### config.mk
export PLATFORM = sky130hd
export DESIGN_NAME = mcseq_top
export DESIGN_NICKNAME = d
export VERILOG_FILES = /design/src/rtl/mcseq_pkg.sv /design/src/rtl/mcseq_opmap.sv /design/src/rtl/mcseq_act_sel.sv /design/src/rtl/mcseq_counter.sv /design/src/rtl/mcseq_flag_dec.sv /design/src/rtl/mcseq_top.sv
export SDC_FILE = /design/constraint.sdc
export NUM_CORES = 1
export LEC_CHECK = 0
export BUFFER_PORTS_ARGS = -buffer_cell sky130_fd_sc_hd__buf_4
export CORE_MARGIN = 1.5
export CORE_UTILIZATION = 44
export DETAILED_ROUTE_END_ITERATION = 8
export PLACE_DENSITY = 0.84
export SYNTH_ARGS = -nofsm -noshare
export SYNTH_HDL_FRONTEND = slang
export SYNTH_SLANG_ARGS = --single-unit
### constraint.sdc
create_clock -name clk -period 3.72 [get_ports clk]
set_input_delay 0.372 -clock clk [delete_from_list [all_inputs] [get_ports clk]]
set_output_delay 0.372 -clock clk [all_outputs]
set_load 0.05 [all_outputs]
### src/rtl/mcseq_pkg.sv
package mcseq_pkg;

  localparam int unsigned ST_W  = 4;
  localparam int unsigned OPC_W = 6;
  localparam int unsigned N_ST  = 1 << ST_W;

  typedef enum logic [1:0] {
    ACT_ZERO = 2'b00,
    ACT_INC  = 2'b01,
    ACT_LOAD = 2'b10,
    ACT_HOLD = 2'b11
  } ctr_act_e;

  // step numbers
  localparam logic [ST_W-1:0] S_FETCH  = 4'd0;
  localparam logic [ST_W-1:0] S_DECODE = 4'd1;
  localparam logic [ST_W-1:0] S_BRANCH = 4'd3;
  localparam logic [ST_W-1:0] S_RR_EX  = 4'd4;
  localparam logic [ST_W-1:0] S_RR_WB  = 4'd5;
  localparam logic [ST_W-1:0] S_OI_EX  = 4'd6;
  localparam logic [ST_W-1:0] S_OI_WB  = 4'd7;
  localparam logic [ST_W-1:0] S_LD_AG  = 4'd8;
  localparam logic [ST_W-1:0] S_LD_MEM = 4'd9;
  localparam logic [ST_W-1:0] S_LD_WB  = 4'd10;
  localparam logic [ST_W-1:0] S_ST_AG  = 4'd11;
  localparam logic [ST_W-1:0] S_ST_MEM = 4'd12;

  // opcodes
  localparam logic [OPC_W-1:0] OP_RR  = 6'b000000;
  localparam logic [OPC_W-1:0] OP_ORI = 6'b001101;
  localparam logic [OPC_W-1:0] OP_LD  = 6'b100011;
  localparam logic [OPC_W-1:0] OP_ST  = 6'b101011;
  localparam logic [OPC_W-1:0] OP_BEQ = 6'b000100;

  // Opcode table: returns {hit, target step}
  function automatic logic [ST_W:0] map_lookup(input logic [OPC_W-1:0] opc);
    logic [ST_W:0] r;
    unique case (opc)
      OP_RR:   r = {1'b1, S_RR_EX};
      OP_ORI:  r = {1'b1, S_OI_EX};
      OP_LD:   r = {1'b1, S_LD_AG};
      OP_ST:   r = {1'b1, S_ST_AG};
      OP_BEQ:  r = {1'b1, S_BRANCH};
      default: r = {1'b0, S_FETCH};
    endcase
    return r;
  endfunction

  // Counter arithmetic for one action
  function automatic logic [ST_W-1:0] apply_act(input ctr_act_e act,
                                                 input logic [ST_W-1:0] cur,
                                                 input logic [ST_W-1:0] tgt);
    logic [ST_W-1:0] r;
    unique case (act)
      ACT_ZERO: r = '0;
      ACT_INC:  r = cur + 1'b1;
      ACT_LOAD: r = tgt;
      default:  r = cur;
    endcase
    return r;
  endfunction

endpackage

### src/rtl/mcseq_opmap.sv
module mcseq_opmap
  import mcseq_pkg::*;
#(
  parameter int unsigned OW = OPC_W,
  parameter int unsigned SW = ST_W
) (
  input  logic [OW-1:0] opcode,
  output logic          map_hit,
  output logic [SW-1:0] map_target
);
  logic [ST_W:0] entry;

  always_comb begin
    entry      = map_lookup(opcode);
    map_hit    = entry[ST_W];
    map_target = entry[SW-1:0];
  end


  always_comb begin
    if (map_hit) begin
      map_target_valid_chk: assert (map_target inside {S_RR_EX, S_OI_EX, S_LD_AG, S_ST_AG, S_BRANCH})
        else $error("opcode table target out of set");
    end
  end
endmodule

### src/rtl/mcseq_act_sel.sv
module mcseq_act_sel
  import mcseq_pkg::*;
#(
  parameter int unsigned SW = ST_W
) (
  input  logic [SW-1:0] cur_step,
  input  logic          imem_wait,
  input  logic          dmem_wait,
  input  logic          map_hit,
  output ctr_act_e      action,
  output logic          wait_hit,
  output logic          decode_miss
);
  logic in_fetch, in_dmem;

  always_comb begin
    in_fetch    = (cur_step == S_FETCH);
    in_dmem     = (cur_step == S_LD_MEM) || (cur_step == S_ST_MEM);
    wait_hit    = (in_fetch && imem_wait) || (in_dmem && dmem_wait);
    decode_miss = (cur_step == S_DECODE) && !map_hit;
  end

  always_comb begin
    if (wait_hit) begin
      action = ACT_HOLD;
    end else begin
      unique case (cur_step)
        S_FETCH:  action = ACT_INC;
        S_DECODE: action = map_hit ? ACT_LOAD : ACT_ZERO;
        S_RR_EX, S_OI_EX, S_LD_AG, S_LD_MEM, S_ST_AG: action = ACT_INC;
        default:  action = ACT_ZERO;
      endcase
    end
  end
endmodule

### src/rtl/mcseq_counter.sv
module mcseq_counter
  import mcseq_pkg::*;
#(
  parameter int unsigned SW = ST_W
) (
  input  logic          clk,
  input  logic          rst,
  input  ctr_act_e      action,
  input  logic [SW-1:0] load_val,
  output logic [SW-1:0] cnt
);
  always_ff @(posedge clk) begin
    if (rst) cnt <= '0;
    else     cnt <= apply_act(action, cnt, load_val);
  end


  hold_keeps_chk: assert property (@(posedge clk) disable iff (rst)
    action == ACT_HOLD |=> $stable(cnt));

  inc_steps_chk: assert property (@(posedge clk) disable iff (rst)
    action == ACT_INC |=> cnt == SW'($past(cnt) + 1'b1));

  load_takes_chk: assert property (@(posedge clk) disable iff (rst)
    action == ACT_LOAD |=> cnt == $past(load_val));

  zero_clears_chk: assert property (@(posedge clk) disable iff (rst)
    action == ACT_ZERO |=> cnt == '0);
endmodule

### src/rtl/mcseq_flag_dec.sv
module mcseq_flag_dec #(
  parameter int unsigned SW = 4,
  localparam int unsigned NF = 1 << SW
) (
  input  logic [SW-1:0] step,
  output logic [NF-1:0] flags
);
  for (genvar i = 0; i < NF; i++) begin : g_flag
    assign flags[i] = (step == SW'(i));
  end


  always_comb begin
    flags_onehot_chk: assert ($onehot(flags) || $isunknown(step))
      else $error("step flags not one-hot");
  end
endmodule

### src/rtl/mcseq_top.sv
module mcseq_top
  import mcseq_pkg::*;
#(
  parameter int unsigned SW = ST_W,
  parameter int unsigned OW = OPC_W,
  localparam int unsigned NF = 1 << SW
) (
  input  logic          clk,
  input  logic          rst,
  input  logic [OW-1:0] opcode,
  input  logic          imem_wait,
  input  logic          dmem_wait,
  output logic [SW-1:0] step,
  output logic [NF-1:0] step_flags,
  output logic          bad_opcode
);
  logic          map_hit;
  logic [SW-1:0] map_target;
  ctr_act_e      action;
  logic          wait_hit;
  logic          decode_miss;

  mcseq_opmap #(.OW(OW), .SW(SW)) u_map (
    .opcode(opcode), .map_hit(map_hit), .map_target(map_target));

  mcseq_act_sel #(.SW(SW)) u_sel (
    .cur_step(step), .imem_wait(imem_wait), .dmem_wait(dmem_wait),
    .map_hit(map_hit), .action(action), .wait_hit(wait_hit),
    .decode_miss(decode_miss));

  mcseq_counter #(.SW(SW)) u_ctr (
    .clk(clk), .rst(rst), .action(action), .load_val(map_target), .cnt(step));

  mcseq_flag_dec #(.SW(SW)) u_dec (.step(step), .flags(step_flags));

  always_ff @(posedge clk) begin
    if (rst) bad_opcode <= 1'b0;
    else     bad_opcode <= decode_miss;
  end


  reset_step_chk: assert property (@(posedge clk) rst |=> step == '0 && !bad_opcode);

  fetch_stall_chk: assert property (@(posedge clk) disable iff (rst)
    (step == S_FETCH && imem_wait) |=> step == S_FETCH);

  fetch_go_chk: assert property (@(posedge clk) disable iff (rst)
    (step == S_FETCH && !imem_wait) |=> step == S_DECODE);

  bad_at_fetch_chk: assert property (@(posedge clk) disable iff (rst)
    bad_opcode |-> step == S_FETCH);

  bad_single_chk: assert property (@(posedge clk) disable iff (rst)
    bad_opcode |=> !bad_opcode);

  branch_once_chk: assert property (@(posedge clk) disable iff (rst)
    step == S_BRANCH |=> step == S_FETCH);

  mem_stall_chk: assert property (@(posedge clk) disable iff (rst)
    ((step == S_LD_MEM || step == S_ST_MEM) && dmem_wait) |=> $stable(step));

  wait_scope_chk: assert property (@(posedge clk) disable iff (rst)
    wait_hit |-> (step == S_FETCH || step == S_LD_MEM || step == S_ST_MEM));

  flag_match_chk: assert property (@(posedge clk) disable iff (rst)
    step_flags[step] && $countones(step_flags) == 1);
endmodule

# [Yosys cells after proc, flatten, opt, wreduce, memory -nomap -nowiden]
# Index checks and enable logic that the tools add are counted.
[word_totals] out_inout_bits=21 register_bits=5 wordCells=40
[op_classes] muxes=5 add_sub_neg=1 eq_ne=21 n_reduce_logical=11
[op_table] op="4-bit == test, second input constant" n=8
[op_table] op="5-bit case mux with 5 select lines" n=1
[op_table] op="4-bit by 3-bit == test with 1-bit output, second input constant" n=4
[op_table] op="6-bit == test, second input constant" n=2
[op_table] op="4-bit case mux with 3 select lines" n=1
[op_table] op="4-bit by 2-bit == test with 1-bit output, second input constant" n=2
[op_table] op="6-bit by 3-bit == test with 1-bit output, second input constant" n=1
[op_table] op="6-bit by 4-bit == test with 1-bit output, second input constant" n=1
[op_table] op="6-bit logical NOT" n=1
[op_table] op="6-bit OR reduction" n=1
[op_table] op="4-bit by 1-bit adder with 4-bit output, second input constant" n=1
[op_table] op="4-bit by 1-bit == test with 1-bit output, second input constant" n=1
[op_table] op="4-bit logical NOT" n=1
[op_table] op="2-bit two-way mux" n=2
[op_table] op="2-bit case mux with 2 select lines" n=1
[op_table] op="1-bit logical AND" n=3
[op_table] op="3-bit nonzero test" n=1
[op_table] op="2-bit by 1-bit == test with 1-bit output, second input constant" n=1
[op_table] op="2-bit == test, second input constant" n=1
[op_table] op="2-bit logical NOT" n=1
[op_table] op="1-bit logical OR" n=2
[op_table] op="1-bit logical NOT" n=1

# [Depth between registers and ports, before layout]
[logic_depth] depth_word=7 depth_mapped=10 depth_no_buf=9

# [Cells and area by module]
# From an unflattened synthesis, not the netlist that was laid out.
[hier_totals] cells_unflattened=83 area_unflattened_um2=742.0
[by_module_without_submodules] mod="mcseq_counter" area_per_inst_um2=276.5 instances=1 seq_area_each_um2=80.1 cells_per_inst=31
[by_module_without_submodules] mod="mcseq_flag_dec" area_per_inst_um2=226.5 instances=1 seq_area_each_um2=0.0 cells_per_inst=20
[by_module_without_submodules] mod="mcseq_opmap" area_per_inst_um2=110.1 instances=1 seq_area_each_um2=0.0 cells_per_inst=17
[by_module_without_submodules] mod="mcseq_act_sel" area_per_inst_um2=95.1 instances=1 seq_area_each_um2=0.0 cells_per_inst=13
[by_module_without_submodules] mod="mcseq_top" area_per_inst_um2=33.8 instances=1 seq_area_each_um2=20.0 cells_per_inst=2

# [Worst setup path before layout]
# No wires, ideal clock.
[synth_timing] kind="reg-to-reg" startpoint="reg u_ctr.cnt[0]" endpoint="reg u_ctr.cnt[2]" path_stages_with_launch=11 arrival_time_ps=3102 setup_slack_ps=544 required_ps=3646 n_path_buf=1 period_less_slack_ps=3176 path_cell_list="dfxtp_1 inv_1 ha_1 mux2_4 a32o_2 or3_1 ha_1 clkbuf_1 nor4b_1 o211ai_1 a31oi_1"
[synth_between] elab_chain_cells=7 word_cells_on_any_way=21 classes_between="1 x add/sub; 9 x eq/ne; 3 x mux; 8 x reduce/logical"
[synth_lines] element="start: declaration" line_no="mcseq_counter.sv:10" rtl="output logic [SW-1:0] cnt"
[synth_lines] element="start signal: assignment" line_no="mcseq_counter.sv:14" rtl="else cnt <= apply_act(action, cnt, load_val);"
[synth_lines] element="parallel branches: the longest is 7 deep, another holds 6-bit OR reduction"
# Several ways; the timed one is not identified.
# A chain may end at the register's enable or synchronous reset.

# [Final worst setup path]
[layout_timing] startpoint="reg u_ctr.cnt[0]" endpoint="reg u_ctr.cnt[1]"
# The elaborated chain is that of the path after synthesis.

==> impl_results.html <==
<table>
<tr><th>Metric</th><th>Value</th></tr>
<tr><th colspan="2">Placed design</th></tr>
<tr><td># port buffers</td><td>30</td></tr>
<tr><td>RePlAce Congestion</td><td>0.874</td></tr>
<tr><td>Total placed instance area</td><td>858 um^2</td></tr>
<tr><td>DP HPWL</td><td>1480 um</td></tr>
<tr><th colspan="2">Cells and area</th></tr>
<tr><td>Multi-input gate area</td><td>495 um^2</td></tr>
<tr><td>Synth-to-Final Area Change</td><td>38.9%</td></tr>
<tr><td>Final design utilization</td><td>67.1%</td></tr>
<tr><td>Fillers</td><td>104</td></tr>
<tr><td>Total inserted antenna cells</td><td>0</td></tr>
<tr><td>Footprint of the flip-flops and latches</td><td>100 um^2</td></tr>
<tr><td>Fraction of final layout cells with drive strength greater than 1</td><td>32.1%</td></tr>
<tr><td>Post-route design area</td><td>885 um^2</td></tr>
<tr><td>Post-layout nets</td><td>131</td></tr>
<tr><th colspan="2">Global routing</th></tr>
<tr><td>Grt total ovfl</td><td>0</td></tr>
<tr><td>Largest net degree at the start of global routing</td><td>16</td></tr>
<tr><td>Antenna violations before repair</td><td>0</td></tr>
<tr><td>Via count of the first global-routing pass</td><td>660</td></tr>
<tr><td>First-pass GRT wire length</td><td>2770 um</td></tr>
<tr><td>Total Routing Usage GR</td><td>24.9%</td></tr>
<tr><th colspan="2">Critical path</th></tr>
<tr><td>Slowest cell on the critical path</td><td>sky130_fd_sc_hd__nor4b_1</td></tr>
<tr><td>Delay-heaviest family, CP</td><td>simple AND/OR/NAND/NOR gates</td></tr>
<tr><td>Nature of the critical path endpoint</td><td>register</td></tr>
<tr><td>CP Data Required Time</td><td>3.88 ns</td></tr>
<tr><td>Highest net fanout along the worst path</td><td>9</td></tr>
<tr><td>Startpoint type of the worst setup path</td><td>register</td></tr>
<tr><td>Critical path start-end classification</td><td>register to register</td></tr>
<tr><td>Worst path bufs/invs</td><td>1</td></tr>
<tr><td>CP peak stage delay</td><td>0.56 ns</td></tr>
<tr><td>Arrival time at the worst endpoint</td><td>3.26 ns</td></tr>
<tr><td>Critical path, cell by cell</td><td>inv_1, ha_1, mux2_4, a32o_2, or3_1, ha_1, nor4b_1, nand2b_1, o22ai_1</td></tr>
<tr><td>Cell repeated most along the worst path</td><td>sky130_fd_sc_hd__ha_1</td></tr>
<tr><th colspan="2">Floorplanning</th></tr>
<tr><td>Die outline width</td><td>41.0 um</td></tr>
<tr><td>Number of I/O pins</td><td>31</td></tr>
<tr><td>Die height</td><td>41.0 um</td></tr>
<tr><td>Standard-cell rows</td><td>13</td></tr>
<tr><td>Initial core utilization</td><td>48.3%</td></tr>
<tr><td>Die area</td><td>1680 um^2</td></tr>
<tr><td>Placeable core area</td><td>1320 um^2</td></tr>
<tr><th colspan="2">Yosys</th></tr>
<tr><td>Top-area cell type share of the netlist area</td><td>15.7%</td></tr>
<tr><td>Fraction of the mapped netlist area in simple logic gates</td><td>37.9%</td></tr>
<tr><td>Post-synthesis average cell area</td><td>7.67 um^2</td></tr>
<tr><td>Most used DFF post-synth</td><td>sky130_fd_sc_hd__dfxtp_1</td></tr>
<tr><td>Share of the yosys chip area belonging to registers</td><td>15.7%</td></tr>
<tr><td>Number of enable flip-flop cells after synthesis</td><td>0</td></tr>
<tr><td>Synthesized flop and latch total</td><td>5</td></tr>
<tr><td>Instance count of the mapped netlist</td><td>83</td></tr>
<tr><td>Leading cell type by number of instances after synthesis</td><td>sky130_fd_sc_hd__and2_1</td></tr>
<tr><td>Dominant combinational cell family by area after synthesis</td><td>simple AND/OR/NAND/NOR gates</td></tr>
<tr><td>Post-synthesis cell area</td><td>637 um^2</td></tr>
<tr><td>Fraction of synthesized cell area in xor and xnor cells</td><td>1.38%</td></tr>
<tr><td>Cell type with the highest aggregate area in the netlist</td><td>sky130_fd_sc_hd__dfxtp_1</td></tr>
<tr><td>Adder-cell share of the synthesized area</td><td>15.7%</td></tr>
<tr><td>Net count of the mapped netlist</td><td>101</td></tr>
<tr><td>Leading post-synthesis cells by instance count</td><td>sky130_fd_sc_hd__and2_1 (10), sky130_fd_sc_hd__ha_1 (8)</td></tr>
<tr><td>Async set or reset register ratio after synthesis</td><td>0%</td></tr>
<tr><td>Proportion of synthesized area in mux cells</td><td>2.36%</td></tr>
<tr><td>Fraction of the mapped netlist area in compound gates</td><td>20.4%</td></tr>
<tr><td>Dominant cells by area after synthesis</td><td>sky130_fd_sc_hd__dfxtp_1 (16%), sky130_fd_sc_hd__ha_1 (16%), sky130_fd_sc_hd__and2_1 (9.8%), sky130_fd_sc_hd__and3_1 (4.9%), sky130_fd_sc_hd__a21oi_1 (3.1%)</td></tr>
<tr><td>Yosys warnings</td><td>0</td></tr>
<tr><td>Number of distinct library cell variants in the gate-level netlist after synthesis</td><td>33</td></tr>
<tr><th colspan="2">Clock tree</th></tr>
<tr><td>Cts-stage hold buffer count</td><td>0</td></tr>
<tr><td>Post-CTS setup buffer count</td><td>0</td></tr>
<tr><td>Worst-skew pair later-pin latency</td><td>0.25 ns</td></tr>
<tr><td>Sink count of the clock tree</td><td>5</td></tr>
<tr><td>CTS tree</td><td>yes</td></tr>
<tr><td>Total clock buffers created by CTS</td><td>3</td></tr>
<tr><td>Clock-pin slew on the worst setup and hold paths</td><td>0.06 ns</td></tr>
<tr><td>Clock Path Buffers</td><td>2</td></tr>
<tr><td>Total of cells resized after clock tree synthesis</td><td>0</td></tr>
<tr><td>Clock root buffer master</td><td>sky130_fd_sc_hd__clkbuf_4</td></tr>
<tr><td>H-tree depth reported by CTS</td><td>1</td></tr>
<tr><th colspan="2">Hold path</th></tr>
<tr><td>Classification of the worst-slack hold path</td><td>primary input to register</td></tr>
<tr><th colspan="2">Timing</th></tr>
<tr><td>Final min period</td><td>3.10 ns</td></tr>
<tr><td>Unrepaired setup endpoints after global routing</td><td>no</td></tr>
<tr><td>Final total negative setup slack</td><td>0 ns</td></tr>
<tr><td>Maximum clock frequency</td><td>322 MHz</td></tr>
<tr><td>Final worst path period share</td><td>83.4%</td></tr>
<tr><td>Final number of max-transition violations</td><td>0</td></tr>
<tr><td>Number of hold-slack violations in the final timing report</td><td>0</td></tr>
<tr><td>Fin Clk Skew</td><td>0.00880 ns</td></tr>
<tr><td>Slew @ Worst Pin</td><td>0.544 ns</td></tr>
<tr><td>Slew headroom</td><td>63.3%</td></tr>
<tr><td>Number of setup violations in the final report</td><td>0</td></tr>
<tr><th colspan="2">Pwr</th></tr>
<tr><td>Clock group share of total power</td><td>35.8%</td></tr>
<tr><td>Switching power total</td><td>0.0663 mW</td></tr>
<tr><td>Maximum vdd drop</td><td>0.000120 V</td></tr>
<tr><td>Proportion of power drawn by combinational gates</td><td>34.0%</td></tr>
<tr><td>Power share of the sequential group</td><td>30.2%</td></tr>
<tr><td>Switching power as a share of total power</td><td>35.2%</td></tr>
<tr><td>Static leakage</td><td>0.434 nW</td></tr>
<tr><td>Pwr/cell area</td><td>213 nW/um^2</td></tr>
<tr><td>Cell internal power dissipation</td><td>0.122 mW</td></tr>
<tr><th colspan="2">Detailed routing</th></tr>
<tr><td>Routed WL</td><td>1900 um</td></tr>
<tr><td>Initial drt markers</td><td>15</td></tr>
<tr><td>Vias</td><td>763</td></tr>
<tr><td>Post-route ant nets</td><td>0</td></tr>
<tr><td>Met1 Routed Length</td><td>720 um</td></tr>
<tr><td>Detail-routed via count per cell</td><td>6.01</td></tr>
<tr><td>Drt drc</td><td>0</td></tr>
<tr><td>Drt pass-1 iters</td><td>5</td></tr>
<tr><td>Metal2 WL</td><td>992 um</td></tr>
<tr><td>Met3 layer wire length in the routed design</td><td>149 um</td></tr>
<tr><td>Uppermost layer routed</td><td>met4</td></tr>
<tr><td>Post-DR wirelength/cell</td><td>15.0 um</td></tr>
<tr><th colspan="2">Job</th></tr>
<tr><td>Max cap viols</td><td>0</td></tr>
<tr><th colspan="2">Status</th></tr>
<tr><td>Result of the run</td><td>complete, no violations</td></tr>
</table>
logic make-up after synthesis:
logic type / count (synthesis)
and+or+nand+nor: 39
AOI/OAI and AO/OA: 19
buffers and inverters: 10
adders and majority gates: 8
DFF: 5
xor gates and xnor gates: 1
muxes: 1
layout by cell type, fill, tap and decap left out, types with 2 or more instances in the layout:
cell                       instances
sky130_fd_sc_hd__buf_4            30
sky130_fd_sc_hd__and2_1           10
sky130_fd_sc_hd__ha_1              8
sky130_fd_sc_hd__inv_1             5
sky130_fd_sc_hd__nor2_1            5
sky130_fd_sc_hd__and3_1            5
sky130_fd_sc_hd__dfxtp_1           5
sky130_fd_sc_hd__a21oi_1           4
sky130_fd_sc_hd__nor2b_1           3
sky130_fd_sc_hd__a31oi_1           3
sky130_fd_sc_hd__nand3_1           3
sky130_fd_sc_hd__clkbuf_4          3
sky130_fd_sc_hd__nor3b_1           2
sky130_fd_sc_hd__o21ai_0           2
sky130_fd_sc_hd__nor3_1            2
sky130_fd_sc_hd__nor4b_1           2
sky130_fd_sc_hd__a32oi_1           2
sky130_fd_sc_hd__o22ai_1           2
worst reg2reg max path, delay by kind of cell, from the launching register on:
kind                       cells  cell delay (ns)
adders and majority gates      2             0.61
muxes                          1             0.28
and+or+nand+nor                3             1.13
DFF                            1             0.44
buffers and inverters          1             0.10
AOI/OAI and AO/OA              2             0.46
layer usage:
metal | vias to the layer above | GRT usage, %
li1 | 364 | -
met3 | 6 | 2.17
met1 | 347 | 26.1
met2 | 46 | 48.4
met4 | 0 | 11.7
met5 | - | 0
registers in the layout (all words and copies together), names as in the netlist:
signal and count:
bad_opcode 1, u_ctr.cnt 4
power by group through the flow:
stage	Sequential, mW	Clock [mW]	Combinational (mW)
after floorplan	0.0627	0	0.0380
after global placement	0.0578	0	0.0613
after detailed placement	0.0580	0	0.0627
after CTS	0.0569	0.0664	0.0633
after global routing	0.0572	0.0730	0.0692
final	0.0569	0.0674	0.0641
per-stage QoR:
stage / power [mW] / setup WS [ns] / hold slack [ns] / std cells
after floorplan: 0.101 / 0.544 / 0.441 / 83
after global placement: 0.119 / 0.842 / 0.585 / 123
after detailed placement: 0.121 / 0.638 / 0.583 / 123
after CTS: 0.187 / 0.618 / 0.330 / 127
after global routing: 0.199 / 0.420 / 0.326 / 127
final: 0.188 / 0.617 / 0.329 / 127
area by class of cell:
class / count / share of cell area [%]
multi-input combinational: 68 / 56.0
timing repair buffer: 30 / 25.5
sequential: 5 / 11.3
clock buffer: 4 / 2.97
inverter: 5 / 2.12
tap: 15 / 2.12
final timing paths:
kind,from,end,slack (ns),depth (start not counted)
setup / recovery,u_ctr.cnt[0],u_ctr.cnt[1],0.62,9
hold / removal,rst,u_ctr.cnt[2],0.33,2
setup reg to reg,u_ctr.cnt[0],u_ctr.cnt[1],0.62,9
hold reg to reg,u_ctr.cnt[0],u_ctr.cnt[0],0.64,2
No activity file was read; power rests on OpenSTA's default activity.
